`config.mk`:
```
export PLATFORM = sky130hd
export DESIGN_NAME = mpx_burst_master
export DESIGN_NICKNAME = d
export VERILOG_FILES = /design/src/rtl/mpx_pkg.sv /design/src/rtl/mpx_wait_timer.sv /design/src/rtl/mpx_beat_counter.sv /design/src/rtl/mpx_ad_mux.sv /design/src/rtl/mpx_burst_master.sv
export SDC_FILE = /design/constraint.sdc
export NUM_CORES = 1
export LEC_CHECK = 0
export BUFFER_PORTS_ARGS = -buffer_cell sky130_fd_sc_hd__buf_2
export CAP_MARGIN = 10
export CORE_MARGIN = 4
export CORE_UTILIZATION = 45
export CTS_CLUSTER_SIZE = 24
export DETAILED_ROUTE_END_ITERATION = 8
export PLACE_DENSITY_LB_ADDON = 0.08
export SYNTH_ARGS = -nofsm -noshare
export SYNTH_HDL_FRONTEND = slang
export SYNTH_SLANG_ARGS = --single-unit
```
`constraint.sdc`:
```
create_clock -name clk -period 2.4 [get_ports clk]
set_input_delay 0.24 -clock clk [delete_from_list [all_inputs] [get_ports clk]]
set_output_delay 0.24 -clock clk [all_outputs]
set_load 0.03 [all_outputs]
```
`src/rtl/mpx_pkg.sv`:
```
package mpx_pkg;

   localparam int MPX_SIZE_W = 3;

   typedef enum logic [MPX_SIZE_W-1:0] {
      SZ_BYTE  = 3'b000,
      SZ_HALF  = 3'b001,
      SZ_WORD  = 3'b010,
      SZ_BURST = 3'b011
   } mpx_size_e;

   typedef enum logic [1:0] {
      ST_IDLE = 2'd0,
      ST_ADDR = 2'd1,
      ST_TURN = 2'd2,
      ST_DATA = 2'd3
   } mpx_state_e;

   typedef struct packed {
      logic                  wr;
      logic [MPX_SIZE_W-1:0] size;
   } mpx_cmd_t;

   function automatic logic size_legal(input logic [MPX_SIZE_W-1:0] code);
      return !code[MPX_SIZE_W-1];
   endfunction

   function automatic logic size_is_burst(input logic [MPX_SIZE_W-1:0] code);
      return code == SZ_BURST;
   endfunction

endpackage

```
`src/rtl/mpx_wait_timer.sv`:
```
module mpx_wait_timer #(
   parameter int WAIT_W = 4,
   parameter bit EN     = 1'b1
) (
   input  logic              clk,
   input  logic              rst_n,
   input  logic              load,
   input  logic [WAIT_W-1:0] load_val,
   output logic              expired
);

   if (WAIT_W < 1) begin : g_bad_w
      $error("mpx_wait_timer: WAIT_W must be at least 1");
   end

   if (EN) begin : g_cnt
      logic [WAIT_W-1:0] cnt_q;

      always_ff @(posedge clk or negedge rst_n) begin
         if (!rst_n) begin
            cnt_q <= '0;
         end else if (load) begin
            cnt_q <= load_val;
         end else if (cnt_q != '0) begin
            cnt_q <= cnt_q - 1'b1;
         end
      end

      assign expired = (cnt_q == '0);
   end else begin : g_none
      logic unused_tie;
      assign unused_tie = ^{clk, rst_n, load, load_val};
      assign expired    = 1'b1;
   end

endmodule

```
`src/rtl/mpx_beat_counter.sv`:
```
module mpx_beat_counter #(
   parameter int BURST_BEATS = 4,
   localparam int BEAT_W     = (BURST_BEATS > 1) ? $clog2(BURST_BEATS) : 1
) (
   input  logic clk,
   input  logic rst_n,
   input  logic load,
   input  logic load_burst,
   input  logic step,
   output logic last
);

   localparam logic [BEAT_W-1:0] BURST_LAST = BEAT_W'(BURST_BEATS - 1);

   logic [BEAT_W-1:0] left_q;

   always_ff @(posedge clk or negedge rst_n) begin
      if (!rst_n) begin
         left_q <= '0;
      end else if (load) begin
         left_q <= load_burst ? BURST_LAST : '0;
      end else if (step && left_q != '0) begin
         left_q <= left_q - 1'b1;
      end
   end

   assign last = (left_q == '0);

endmodule

```
`src/rtl/mpx_ad_mux.sv`:
```
module mpx_ad_mux #(
   parameter int DATA_W = 32,
   parameter int ADDR_W = 26,
   parameter int SIZE_W = 3,
   localparam int PAD_W = DATA_W - SIZE_W - ADDR_W
) (
   input  logic              addr_phase,
   input  logic              wr_phase,
   input  logic [SIZE_W-1:0] size,
   input  logic [ADDR_W-1:0] addr,
   input  logic [DATA_W-1:0] wdata,
   output logic [DATA_W-1:0] ad_o,
   output logic              ad_oe
);

   logic [DATA_W-1:0] addr_word;

   if (PAD_W > 0) begin : g_pad
      assign addr_word = {size, {PAD_W{1'b0}}, addr};
   end else begin : g_nopad
      assign addr_word = {size, addr};
   end

   always_comb begin
      ad_o = wdata;
      if (addr_phase) begin
         ad_o = addr_word;
      end
   end

   assign ad_oe = addr_phase | wr_phase;

endmodule

```
`src/rtl/mpx_burst_master.sv`:
```
module mpx_burst_master
   import mpx_pkg::*;
#(
   parameter int ADDR_W      = 26,
   parameter int DATA_W      = 32,
   parameter int WAIT_W      = 4,
   parameter int BURST_BEATS = 4,
   parameter bit SW_WAIT_EN  = 1'b1
) (
   input  logic                  clk,
   input  logic                  rst_n,
   input  logic [WAIT_W-1:0]     cfg_sw_waits,
   input  logic                  req_valid,
   output logic                  req_ready,
   input  logic                  req_write,
   input  logic [MPX_SIZE_W-1:0] req_size,
   input  logic [ADDR_W-1:0]     req_addr,
   input  logic [DATA_W-1:0]     req_wdata,
   output logic                  wdata_ack,
   output logic                  rd_valid,
   output logic [DATA_W-1:0]     rd_data,
   output logic                  done,
   output logic                  bus_sel_n,
   output logic                  bus_burst_n,
   output logic                  bus_rd,
   output logic                  bus_start_n,
   input  logic                  bus_hold_n,
   output logic [DATA_W-1:0]     bus_ad_o,
   output logic                  bus_ad_oe,
   input  logic [DATA_W-1:0]     bus_ad_i
);

   localparam int PAD_W = DATA_W - MPX_SIZE_W - ADDR_W;

   if (DATA_W != 32) begin : g_bad_data
      $error("mpx_burst_master: the shared bus is fixed at 32 bits");
   end
   if (PAD_W < 0) begin : g_bad_addr
      $error("mpx_burst_master: address and size do not fit the shared bus");
   end
   if (BURST_BEATS < 2) begin : g_bad_beats
      $error("mpx_burst_master: BURST_BEATS must be at least 2");
   end

   mpx_state_e        st_q, st_d;
   mpx_cmd_t          cmd_q;
   logic [ADDR_W-1:0] addr_q;
   logic              accept, accept_ok, accept_bad;
   logic              in_addr, in_turn, in_data, active;
   logic              wait_done, beat_last, beat_done;
   logic              timer_load;

   assign accept     = req_valid && (st_q == ST_IDLE);
   assign accept_ok  = accept && size_legal(req_size);
   assign accept_bad = accept && !size_legal(req_size);

   assign in_addr = (st_q == ST_ADDR);
   assign in_turn = (st_q == ST_TURN);
   assign in_data = (st_q == ST_DATA);
   assign active  = (st_q != ST_IDLE);

   assign beat_done = in_data && wait_done && bus_hold_n;

   always_ff @(posedge clk or negedge rst_n) begin
      if (!rst_n) begin
         cmd_q  <= '0;
         addr_q <= '0;
      end else if (accept_ok) begin
         cmd_q.wr   <= req_write;
         cmd_q.size <= req_size;
         addr_q     <= req_addr;
      end
   end

   always_comb begin
      st_d = st_q;
      unique case (st_q)
         ST_IDLE: if (accept_ok) st_d = ST_ADDR;
         ST_ADDR: st_d = cmd_q.wr ? ST_DATA : ST_TURN;
         ST_TURN: st_d = ST_DATA;
         ST_DATA: if (beat_done && beat_last) st_d = ST_IDLE;
         default: st_d = ST_IDLE;
      endcase
   end

   always_ff @(posedge clk or negedge rst_n) begin
      if (!rst_n) begin
         st_q <= ST_IDLE;
      end else begin
         st_q <= st_d;
      end
   end

   assign timer_load = (in_addr && cmd_q.wr) || in_turn || (beat_done && !beat_last);

   mpx_wait_timer #(
      .WAIT_W (WAIT_W),
      .EN     (SW_WAIT_EN)
   ) u_timer (
      .clk      (clk),
      .rst_n    (rst_n),
      .load     (timer_load),
      .load_val (cfg_sw_waits),
      .expired  (wait_done)
   );

   mpx_beat_counter #(
      .BURST_BEATS (BURST_BEATS)
   ) u_beats (
      .clk        (clk),
      .rst_n      (rst_n),
      .load       (accept_ok),
      .load_burst (size_is_burst(req_size)),
      .step       (beat_done),
      .last       (beat_last)
   );

   mpx_ad_mux #(
      .DATA_W (DATA_W),
      .ADDR_W (ADDR_W),
      .SIZE_W (MPX_SIZE_W)
   ) u_mux (
      .addr_phase (in_addr),
      .wr_phase   (in_data && cmd_q.wr),
      .size       (cmd_q.size),
      .addr       (addr_q),
      .wdata      (req_wdata),
      .ad_o       (bus_ad_o),
      .ad_oe      (bus_ad_oe)
   );

   always_ff @(posedge clk or negedge rst_n) begin
      if (!rst_n) begin
         rd_valid <= 1'b0;
         rd_data  <= '0;
         done     <= 1'b0;
      end else begin
         rd_valid <= beat_done && !cmd_q.wr;
         if (beat_done && !cmd_q.wr) begin
            rd_data <= bus_ad_i;
         end
         done <= (beat_done && beat_last) || accept_bad;
      end
   end

   assign req_ready   = (st_q == ST_IDLE);
   assign wdata_ack   = beat_done && cmd_q.wr;
   assign bus_sel_n   = !active;
   assign bus_start_n = !in_addr;
   assign bus_burst_n = !(in_addr || in_turn || (in_data && !beat_last));
   assign bus_rd      = active ? !cmd_q.wr : 1'b1;

endmodule

```
==> results of run 1 <==
-- synthesized netlist by cell type --
cell / n / area share (%)
and2_1: 2 / 0.37
a21oi_1: 3 / 0.45
a2bb2oi_1: 1 / 0.26
buf_4: 1 / 0.22
nor3_1: 1 / 0.15
mux2i_1: 1 / 0.30
nand2_1: 4 / 0.45
nor3_4: 1 / 0.49
dfrtp_1: 72 / 54
xnor2_1: 2 / 0.52
nand3b_1: 1 / 0.22
or4_1: 2 / 0.45
or3b_1: 1 / 0.26
nand2b_1: 2 / 0.37
mux2_1: 2 / 0.67
o31ai_1: 2 / 0.45
a32o_1: 1 / 0.30
nor3b_1: 1 / 0.22
inv_1: 8 / 0.90
buf_6: 4 / 1.3
a21boi_0: 1 / 0.22
ha_1: 7 / 2.6
nor2b_1: 4 / 0.75
o21ai_0: 1 / 0.15
clkbuf_1: 8 / 0.90
o31ai_4: 1 / 0.63
mux2_2: 94 / 32
a31oi_1: 2 / 0.37
a221oi_1: 1 / 0.26
nor2_1: 3 / 0.34
-- flip-flops by register name, indices dropped and copies added (netlist names) --
register             flops
u_timer.g_cnt.cnt_q      4
rd_valid                 1
u_beats.left_q           2
cmd_q                    4
done                     1
st_q                     2
addr_q                  26
rd_data                 32
-- kinds of logic (layout without fill, tap and decap cells) --
family                     Yosys count  after routing
muxes                               97             97
AOI/OAI and AO/OA                   13             13
xor gates and xnor gates             2              2
adders and majority gates            7              7
DFF                                 72             72
buffers and inverters               21            202
and+or+nand+nor                     22             22
-- critical path, stage by stage, from the launching register on --
cell and delay, ns:
dfrtp_1 0.41, inv_1 0.10, ha_1 0.16, buf_4 0.28
mux2_2 0.38, buf_2 0.18
-- how the worst min path moves through the flow --
stage,endpoint,slack (ns)
CTS,rd_data[25],0.06
floorplan,addr_q[0],-0.06
detailed placement,rd_data[25],0.42
global placement,rd_data[18],0.43
finish,rd_data[25],0.003
global route,rd_data[18],0.10
-- through the flow --
stage / total power (W) / cells / worst slack [ns]
2_1_floorplan: 0.00449 / 234 / 0.507
3_3_place_gp: 0.00528 / 498 / 0.506
3_5_place_dp: 0.00535 / 498 / 0.476
4_1_cts: 0.00642 / 514 / 0.256
5_1_grt: 0.00677 / 514 / 0.161
6_report: 0.00633 / 514 / 0.302
-- where the power goes --
| part | leakage, nW | switching (W) | internal, W |
|---|---|---|---|
| Sequential | 0.882 | 0.000308 | 0.00179 |
| Clock | 0.112 | 0.000442 | 0.000608 |
| Combinational | 1.30 | 0.00188 | 0.00130 |
-- area by class of cell --
class	count	area, um2	area share, %
flip-flops and latches	72	1800	39.8
multi-input cells	141	1440	31.7
repair buffers	178	916	20.2
clock buffers	10	138	3.04
well taps	99	124	2.74
clock inverters	6	82.6	1.82
inverters	8	30.0	0.663
-- per-layer routing --
| metal | GRT usage, % | vias to the layer above | routed length, um |
|---|---|---|---|
| li1 | - | 1179 | - |
| met1 | 20.0 | 1116 | 2930 |
| met2 | 29.1 | 98 | 3620 |
| met3 | 5.45 | 9 | 722 |
| met4 | 7.10 | 0 | 119 |
| met5 | 0 | - | 0 |
==> PnR_summary.wiki, run 1 <==
{| class="wikitable"
! Metric !! Value
|-
| Maximum capacitance violations || 0
|-
| # DRC || 0
|-
| Most common cell after layout, fill and taps aside || buf_2
|-
| Clock sink count || between 70 and 80
|-
| Clock tree from TritonCTS || done
|-
| Count of instances resized after the clock tree is built || 0
|-
| Port Buf Inserts || about 170
|-
| Setup TNS || 0 ns
|-
| Average footprint of a synthesized cell || 14.3 um2
|-
| Slack of the worst reg-to-reg path || about 0.46 ns
|-
| First DRT Iteration DRCs || 70
|-
| Synth Area in XOR/XNOR || 0.523%
|-
| Antenna violations before repair || 0
|-
| Part of the cycle the worst path needs || 87.4%
|-
| Maximum root-to-sink buffer count || 2
|-
| Final Net Count || between 500 and 600
|-
| Yosys cell types || 30
|-
| I/O pin count || ~180
|-
| Reg2Reg Depth || 4
|-
| Tot GR Track Use || 17.2%
|-
| First element of the critical path || st_q[1]
|-
| CTS Hold Buffers Added || 0
|-
| Count of final hold-check violations || 0
|-
| Fin Hold WS || between 0.002 and 0.003 ns
|-
| Total wire length || roughly 7.4 mm
|-
| Overall die height || 94.3 um
|-
| Combined area of all synthesized cells || roughly 0.0034 mm2
|-
| Crit path required time || roughly 2.2 ns
|-
| Clock buffers created by TritonCTS || 9
|-
| Initial DRT Pass Iterations || 4
|-
| Worst-skew pair later-pin latency || 0.33 ns
|-
| Share of synthesized cell area in and, or, nand and nor gates || under 10%
|-
| Worst reg2reg path endpoint || rd_data[15]
|-
| Worst-case headroom to the max-slew limit || 40.2%
|-
| Worst setup SP type || flip-flop
|-
| Layout area overhead || 35.1%
|-
| Cell Rows || 31
|-
| Fraction of the core area covered by cells at the end of the flow || a little over three fifths
|-
| Die Outline Area || ~0.0089 mm2
|-
| Placed Instance Area || between 0.004 and 0.005 mm2
|-
| Fin crit period || between 2 and 2.5 ns
|-
| Vias after detailed routing || 2402
|-
| RSZ-0062 raised after global routing || no
|-
| Placeable core region || a little over 0.007 mm2
|-
| Outcome || finished, final reports clean
|-
| Final number of setup-violating endpoints || 0
|-
| Signal arrival time at the worst endpoint || about 1.9 ns
|-
| Nets in the synthesized netlist || 343
|-
| Adder-cell share of the synthesized area || between 2 and 3%
|-
| Share of layout cells above drive strength 1 || 69.9%
|-
| Beginning of the worst register-to-register path || u_timer.g_cnt.cnt_q[2]
|-
| Fill cell total of the finished layout || around 640
|-
| Final GP Congestion || approximately 0.68
|-
| Post-detailed-route count of antenna-violating nets || 0
|-
| Maximum clock frequency || ~480 MHz
|-
| Crit path max fanout || 24
|-
| Hpwl dp || 5.61 mm
|-
| Worst Max-Slew Pin Slew || 0.898 ns
|-
| Initial core utilization || a little under half
|-
| Die W || 94.3 um
|-
| First-pass GRT wire length || 11.8 mm
|-
| Total power per unit cell area || between 1000 and 1500 mW/mm2
|-
| Cell count after synthesis || 234
|-
| Worst hold path class || in2async
|-
| Number of synthesized register bits || just over 70
|-
| Worst setup path class || reg2out
|-
| Critical path endpoint category || output pin
|-
| Sequential element share of the synthesized area || a little over half
|-
| Via-per-instance ratio || 4.67
|-
| Grt ovf || 0
|-
| Root buf cell || clkbuf_8
|-
| Total number of H-tree levels || 3
|-
| Combinational family with the most area after synthesis || multiplexers
|-
| Max-slew violation count || 0
|-
| Largest net degree at the start of global routing || between 70 and 80
|-
| Area fraction in compound gates after synthesis || 3.10%
|-
| Maximum vdd drop || between 700 and 800 uV
|-
| Capturing element of the worst setup path || bus_ad_o[12]
|-
| Worst Clk Skew || 0.00848 ns
|-
| Vias in the first global route || ~2500
|-
| Diode count || 0
|-
| Post-CTS setup repair buffer count || 0
|-
| Proportion of synthesized area in mux cells || around a third
|-
| Most frequent cells in the layout || buf_2 (173), mux2_2 (94), dfrtp_1 (72), clkbuf_8 (10), inv_1 (8)
|-
| Post-Layout Inst Area || between 0.004 and 0.005 mm2
|-
| Wire length per cell after detailed routing || around 14 um
|-
| Yosys warns || 0
|-
| Leakage Power || ~2.3 nW
|-
| Post-CTS clock slew at the launch and capture registers of the worst setup and hold paths || approximately 0.08 ns
|}
Note: power is estimated with default switching activity, not from simulation.
==> run 2, diff against run 1 <==
Settings changed: CORE_UTILIZATION 45 to 46, SYNTH_HIERARCHICAL set to 1, TNS_END_PERCENT set to 50.
==> PnR_summary.wiki, run 2 <==
{| class="wikitable"
! Metric !! Value
|-
| Outcome || finished, final reports clean
|-
| Most frequent cells in the layout || buf_2 (173), dfrtp_1 (72), mux2_4 (55), mux2_2 (37)
|-
| Initial core utilization || 47.2% (+1.0 points)
|-
| Fin Hold WS || 0.0242 ns (+0.0216 ns)
|-
| Worst Clk Skew || 0.00987 ns (+0.00139 ns)
|-
| Layout area overhead || 30.9%
|-
| Diode count || 0 (unchanged)
|-
| Maximum capacitance violations || 0 (unchanged)
|-
| Final GP Congestion || 0.788 (+15%)
|-
| RSZ-0062 raised after global routing || no
|-
| Crit path required time || 2.16 ns (about the same)
|-
| Combined area of all synthesized cells || 0.00363 mm2 (+8.4%)
|-
| Via-per-instance ratio || 4.68 (about the same)
|-
| Beginning of the worst register-to-register path || u_timer/g_cnt.cnt_q[0]
|-
| Worst setup SP type || flip-flop
|-
| Vias in the first global route || 2570 (+0.90%)
|-
| Root buf cell || clkbuf_8
|-
| Worst-case headroom to the max-slew limit || 40.6% (+0.45 points)
|-
| Overall die height || 96.8 um (+2.7%)
|-
| Yosys cell types || 36 (+20%)
|-
| Post-CTS setup repair buffer count || 0 (unchanged)
|-
| Share of layout cells above drive strength 1 || 70.3% (+0.43 points)
|-
| Final Net Count || 524 (+0.96%)
|-
| Worst setup path class || reg2out
|-
| Proportion of register bits with asynchronous set or reset after synthesis || 100% (unchanged)
|-
| Count of instances resized after the clock tree is built || 0 (unchanged)
|-
| Worst-skew pair later-pin latency || 0.33 ns (about the same)
|-
| Dominant cell by count in the synthesized netlist || dfrtp_1
|-
| Most common cell after layout, fill and taps aside || buf_2
|-
| Vias after detailed routing || 2446 (+1.8%)
|-
| Yosys warns || 6 (+6)
|-
| First DRT Iteration DRCs || 33 (-53%)
|-
| Part of the cycle the worst path needs || 91.1% (+3.7 points)
|-
| Fraction of the core area covered by cells at the end of the flow || 61.8% (-0.58 points)
|-
| Maximum root-to-sink buffer count || 2 (unchanged)
|-
| Initial DRT Pass Iterations || 4 (unchanged)
|-
| Top reg by flops || rd_data
|-
| Fin crit period || 2.19 ns (+0.0884 ns)
|-
| Cell types occupying the most area after synthesis || dfrtp_1 (50%), mux2_4 (23%), mux2_2 (11%), buf_12 (2.8%), ha_1 (2.1%)
|-
| Largest net degree at the start of global routing || 73 (unchanged)
|-
| Final number of setup-violating endpoints || 0 (unchanged)
|-
| Maximum vdd drop || 689 uV (-12%)
|-
| CTS Hold Buffers Added || 0 (unchanged)
|-
| Clock buffers created by TritonCTS || 9 (unchanged)
|-
| Post-CTS clock slew at the launch and capture registers of the worst setup and hold paths || 0.08 ns (about the same)
|-
| Slack of the worst reg-to-reg path || 0.34 ns (-0.12 ns)
|-
| Primary flip-flop cell chosen by synthesis mapping || dfrtp_1
|-
| Clock sink count || 72 (unchanged)
|-
| Signal arrival time at the worst endpoint || 1.95 ns (+0.09 ns)
|-
| # DRC || 0 (unchanged)
|-
| Setup TNS || 0 ns (unchanged)
|-
| Reg2Reg Depth || 8 (+4)
|-
| Total wire length || 7.52 mm (+1.7%)
|-
| I/O pin count || 175 (unchanged)
|-
| List of most frequent post-synthesis cells || dfrtp_1 (72), mux2_4 (55), mux2_2 (37)
|-
| Die W || 96.8 um (+2.7%)
|-
| Number of synthesized register bits || 72 (unchanged)
|-
| Maximum clock frequency || 457 MHz (-4.0%)
|-
| Worst Max-Slew Pin Slew || 0.891 ns (-0.00669 ns)
|-
| Placeable core region || 0.00769 mm2 (+6.0%)
|-
| Crit path max fanout || 30 (+25%)
|-
| Post-detailed-route count of antenna-violating nets || 0 (unchanged)
|-
| Number of flops mapped to enable cells by yosys || 0 (unchanged)
|-
| Cell count after synthesis || 239 (+2.1%)
|-
| Number of flip-flops in the largest register || 32 (unchanged)
|-
| Die Outline Area || 0.00938 mm2 (+5.5%)
|-
| Most area-hungry cell type in the Yosys netlist || dfrtp_1
|-
| Antenna violations before repair || 0 (unchanged)
|-
| Sequential element share of the synthesized area || 49.6% (-4.2 points)
|-
| Hpwl dp || 5.86 mm (+4.4%)
|-
| Count of final hold-check violations || 0 (unchanged)
|-
| Tot GR Track Use || 16.2% (-0.94 points)
|-
| Total power per unit cell area || 1430 mW/mm2 (+2.2%)
|-
| Area fraction of the dominant cell type after synthesis || 49.6% (-4.2 points)
|-
| Clock tree from TritonCTS || done
|-
| Port Buf Inserts || 174 (unchanged)
|-
| Pre-CTS worst setup slack || 0.331 ns (-0.145 ns)
|-
| Total number of H-tree levels || 3 (unchanged)
|-
| Max-slew violation count || 0 (unchanged)
|-
| Worst hold path class || in2async
|-
| Leakage Power || 2.62 nW (+14%)
|-
| Nets in the synthesized netlist || 347 (+1.2%)
|-
| Grt ovf || 0 (unchanged)
|-
| Largest registers in the final layout || rd_data: 32 flops, addr_q: 26 flops
|-
| Worst reg2reg path endpoint || rd_data[3]
|-
| Critical path endpoint category || output pin
|-
| Setup slack of the critical path after layout || 0.213 ns (-0.0884 ns)
|-
| Cell Rows || 32 (+3.2%)
|-
| First-pass GRT wire length || 12.6 mm (+6.8%)
|-
| Wire length per cell after detailed routing || 14.4 um (about the same)
|-
| Average footprint of a synthesized cell || 15.2 um2 (+6.1%)
|}
run 2: cell count changes after synthesis, moves of 3 or more:
cell      before  now
buf_2          0    3
buf_12         0    5
mux2_2        94   37
mux2_4         0   55
clkbuf_1       8    1
run 2: cell families (layout without fill, tap and decap cells):
family / count (synthesis) / after routing / share of synthesized area, %
compound gates: 11 / 11 / 1.96
buf+inv: 24 / 206 / 5.55
flops: 72 / 72 / 49.6
simple gates: 31 / 31 / 5.79
fa+ha+maj: 6 / 6 / 2.07
mux: 94 / 94 / 34.8
xor+xnor: 1 / 1 / 0.241
run 2: area by class of cell:
class                   count  area, um2
well taps                 102        128
repair buffers            179        923
inverters                  11       41.3
multi-input cells         143       1630
clock buffers              10        138
fillers                   663       2930
clock inverters             6       92.6
flip-flops and latches     72       1800
run 2: worst max-delay path by stage:
| stage | end | startpoint | slack (ns) | cells after the start |
|---|---|---|---|---|
| after floorplan | u_timer/g_cnt.cnt_q[3] | u_timer/g_cnt.cnt_q[0] | 0.50 | 8 |
| after global placement | rd_data[2] | u_timer/g_cnt.cnt_q[0] | 0.41 | 8 |
| after detailed placement | rd_data[28] | u_timer/g_cnt.cnt_q[0] | 0.33 | 8 |
| after CTS | bus_ad_o[31] | st_q[1] | 0.17 | 5 |
| after global routing | bus_ad_o[29] | st_q[1] | 0.10 | 5 |
| final | bus_ad_o[31] | st_q[1] | 0.21 | 5 |
run 2: worst max-delay path, cell delays in order, from the launching register on:
cell     delay (ns)
dfrtp_1        0.41
inv_1          0.09
ha_2           0.32
buf_12         0.26
mux2_2         0.36
buf_2          0.17
run 2: per-stage QoR:
step / cells / cell area [um2] / total power, W
detailed placement: 507 / 4520 / 0.00580
CTS: 523 / 4750 / 0.00690
global route: 523 / 4750 / 0.00720
floorplan: 239 / 3630 / 0.00498
finish: 523 / 4750 / 0.00680
global placement: 507 / 4520 / 0.00573
run 2: report_power, final:
part	leakage (nW)	internal, W	switching [W]	total (W)
clock	0.109	0.000617	0.000440	0.00106
sequential	0.902	0.00180	0.000343	0.00214
combinational	1.61	0.00162	0.00197	0.00360
run 2: layer usage:
metal	track usage (%)	share of wire, %	vias up	wire length (um)
met3	4.69	6.8	8	511
met2	26.6	49	97	3680
met4	5.18	1.2	0	88
met5	0	0	-	0
li1	-	-	1180	-
met1	20.7	43	1161	3240
==> run 3, diff against run 2 <==
Settings changed: CORE_UTILIZATION 46 to 45, CTS_BUF_LIST set to sky130_fd_sc_hd__clkbuf_16, CTS_CLUSTER_SIZE 24 to not set, SYNTH_HIERARCHICAL 1 to not set.
==> PnR_summary.wiki, run 3 (synthesis results as in run 1) <==
{| class="wikitable"
! Metric !! Value
|-
| Top reg by flops || rd_data
|-
| Most common cell after layout, fill and taps aside || buf_2
|-
| Fill cell total of the finished layout || 625 (-5.7%)
|-
| Post-CTS setup repair buffer count || 0 (unchanged)
|-
| Worst Clk Skew || 0.00535 ns (-0.00452 ns)
|-
| Share of layout cells above drive strength 1 || 69.6% (-0.67 points)
|-
| Post-CTS clock slew at the launch and capture registers of the worst setup and hold paths || 0.06 ns (-0.02 ns)
|-
| Worst setup path class || reg2out
|-
| Maximum clock frequency || 482 MHz (+5.4%)
|-
| Final Net Count || 519 (-0.95%)
|-
| Final GP Congestion || 0.685 (-13%)
|-
| Crit path max fanout || 24 (-20%)
|-
| Maximum root-to-sink buffer count || 2 (unchanged)
|-
| Register cell area after layout || 0.00180 mm2 (unchanged)
|-
| Met1 Use GR || 20.0% (-0.76 points)
|-
| Max-slew violation count || 0 (unchanged)
|-
| Largest net degree at the start of global routing || 73 (unchanged)
|-
| Tot GR Track Use || 17.4% (+1.1 points)
|-
| Total wire length || 7.39 mm (-1.7%)
|-
| Root buf cell || clkbuf_16
|-
| Total power per unit cell area || 1440 mW/mm2 (+0.76%)
|-
| Worst-case headroom to the max-slew limit || 40.6% (about the same)
|-
| Initial core utilization || 46.2% (-1.0 points)
|-
| Total number of H-tree levels || 3 (unchanged)
|-
| Vias in the first global route || 2584 (+0.54%)
|-
| Count of instances resized after the clock tree is built || 0 (unchanged)
|-
| Die Outline Area || 0.00889 mm2 (-5.2%)
|-
| Cell Rows || 31 (-3.1%)
|-
| Met2 global-route usage || 29.5% (+2.9 points)
|-
| Worst Max-Slew Pin Slew || 0.891 ns (-0.000275 ns)
|-
| First DRT Iteration DRCs || 76 (+130%)
|-
| Overall die height || 94.3 um (-2.6%)
|-
| I/O pin count || 175 (unchanged)
|-
| Via-per-instance ratio || 4.71 (+0.63%)
|-
| Signal arrival time at the worst endpoint || 1.83 ns (-0.12 ns)
|-
| Top Usage Layer GRT || met2
|-
| Clock buffers created by TritonCTS || 9 (unchanged)
|-
| Diode count || 0 (unchanged)
|-
| Met3 track demand over resource in global routing || 5.61% (+0.92 points)
|-
| First-pass GRT wire length || 11.9 mm (-5.6%)
|-
| Antenna violations before repair || 0 (unchanged)
|-
| Maximum vdd drop || 775 uV (+12%)
|-
| Worst hold path class || in2async
|-
| Fin crit period || 2.07 ns (-0.112 ns)
|-
| Part of the cycle the worst path needs || 86.4% (-4.7 points)
|-
| Initial DRT Pass Iterations || 3 (-1)
|-
| Worst setup SP type || flip-flop
|-
| Post-detailed-route count of antenna-violating nets || 0 (unchanged)
|-
| Final Instance Count excl. Fillers || 514 (-1.7%)
|-
| Layout area overhead || 37.9%
|-
| Grt ovf || 0 (unchanged)
|-
| Maximum capacitance violations || 0 (unchanged)
|-
| Area of the multi-input gates || 0.00144 mm2 (-12%)
|-
| Outcome || finished, final reports clean
|-
| Critical path endpoint category || output pin
|-
| Final number of setup-violating endpoints || 0 (unchanged)
|-
| RSZ-0062 raised after global routing || no
|-
| CTS Hold Buffers Added || 0 (unchanged)
|-
| Most frequent cells in the layout || buf_2 (173), mux2_2 (94), dfrtp_1 (72), clkbuf_16 (9), inv_1 (8)
|-
| Worst-skew pair later-pin latency || 0.32 ns (about the same)
|-
| Placeable core region || 0.00725 mm2 (-5.6%)
|-
| Clock tree from TritonCTS || done
|-
| Setup TNS || 0 ns (unchanged)
|-
| Instance count after placement with tap cells included || 498 (-1.8%)
|-
| Crit path required time || 2.16 ns (about the same)
|-
| Port Buf Inserts || 174 (unchanged)
|-
| Die W || 94.3 um (-2.6%)
|-
| Wire length per cell after detailed routing || 14.4 um (about the same)
|-
| Clock sink count || 72 (unchanged)
|-
| Hpwl dp || 5.61 mm (-4.2%)
|-
| Largest registers in the final layout || rd_data: 32 flops, addr_q: 26 flops
|-
| Number of flip-flops in the largest register || 32 (unchanged)
|-
| Count of final hold-check violations || 0 (unchanged)
|-
| Leakage Power || 2.33 nW (-11%)
|-
| # DRC || 0 (unchanged)
|-
| Vias after detailed routing || 2419 (-1.1%)
|}
## run 3: cell types whose count changed in the layout (fill, tap and decap cells not counted), moves of 3 or more
cell       delta
mux2_4       -55
clkbuf_8     -10
clkbuf_16     +9
clkinv_2      +3
mux2_2       +57
## run 3: power breakdown
| part | total (W) | switching [W] | internal [W] |
|---|---|---|---|
| clock | 0.00136 | 0.000465 | 0.000899 |
| combinational | 0.00319 | 0.00188 | 0.00130 |
| sequential | 0.00211 | 0.000309 | 0.00180 |
| total | 0.00666 | 0.00266 | 0.00400 |
## run 3: layout make-up
| cell class | count | area share (%) |
|---|---|---|
| sequential | 72 | 39.0 |
| clock inverter | 7 | 1.87 |
| timing repair buffer | 178 | 19.8 |
| multi-input combinational | 141 | 31.1 |
| inverter | 8 | 0.650 |
| clock buffer | 9 | 4.88 |
| tap | 99 | 2.68 |
## run 3: path summary, 6_finish.rpt
check / end / startpoint / slack [ns] / depth (start not counted)
min in group clk: rd_data[7] / bus_ad_i[7] / 0.14 / 2
max in group asynchronous: cmd_q[1] / rst_n / 1.77 / 1
max: bus_ad_o[12] / st_q[1] / 0.33 / 5
max reg2reg: rd_data[1] / u_timer.g_cnt.cnt_q[2] / 0.45 / 4
min reg2reg: rd_data[8] / rd_data[8] / 0.48 / 1
min: rd_data[25] / rst_n / 0.03 / 1
## run 3: stage by stage
step           utilization, %  hold WS (ns)  setup slack, ns  power, W  cell area, um2
4_1_cts                  63.7        0.0804            0.286   0.00676            4620
6_report                 63.7        0.0296            0.325   0.00666            4620
3_5_place_dp             59.4         0.425            0.476   0.00535            4310
3_3_place_gp             59.4         0.429            0.506   0.00528            4310
5_1_grt                  63.7         0.130            0.191   0.00711            4620
2_1_floorplan               -       -0.0556            0.507   0.00449            3350
## run 3: worst max-delay path, cell delays in order (launching register included)
cell and delay [ns]:
dfrtp_1 0.40, inv_1 0.10, ha_1 0.16, buf_4 0.28, mux2_2 0.38, buf_2 0.18
## run 3: per-layer routing
layer  wire, um  part of all wire (%)  up-vias
met1       2900                    39     1134
met5          0                     0        -
met3        720                   9.7        7
li1           -                     -     1183
met4         97                   1.3        0
met2       3670                    50       95
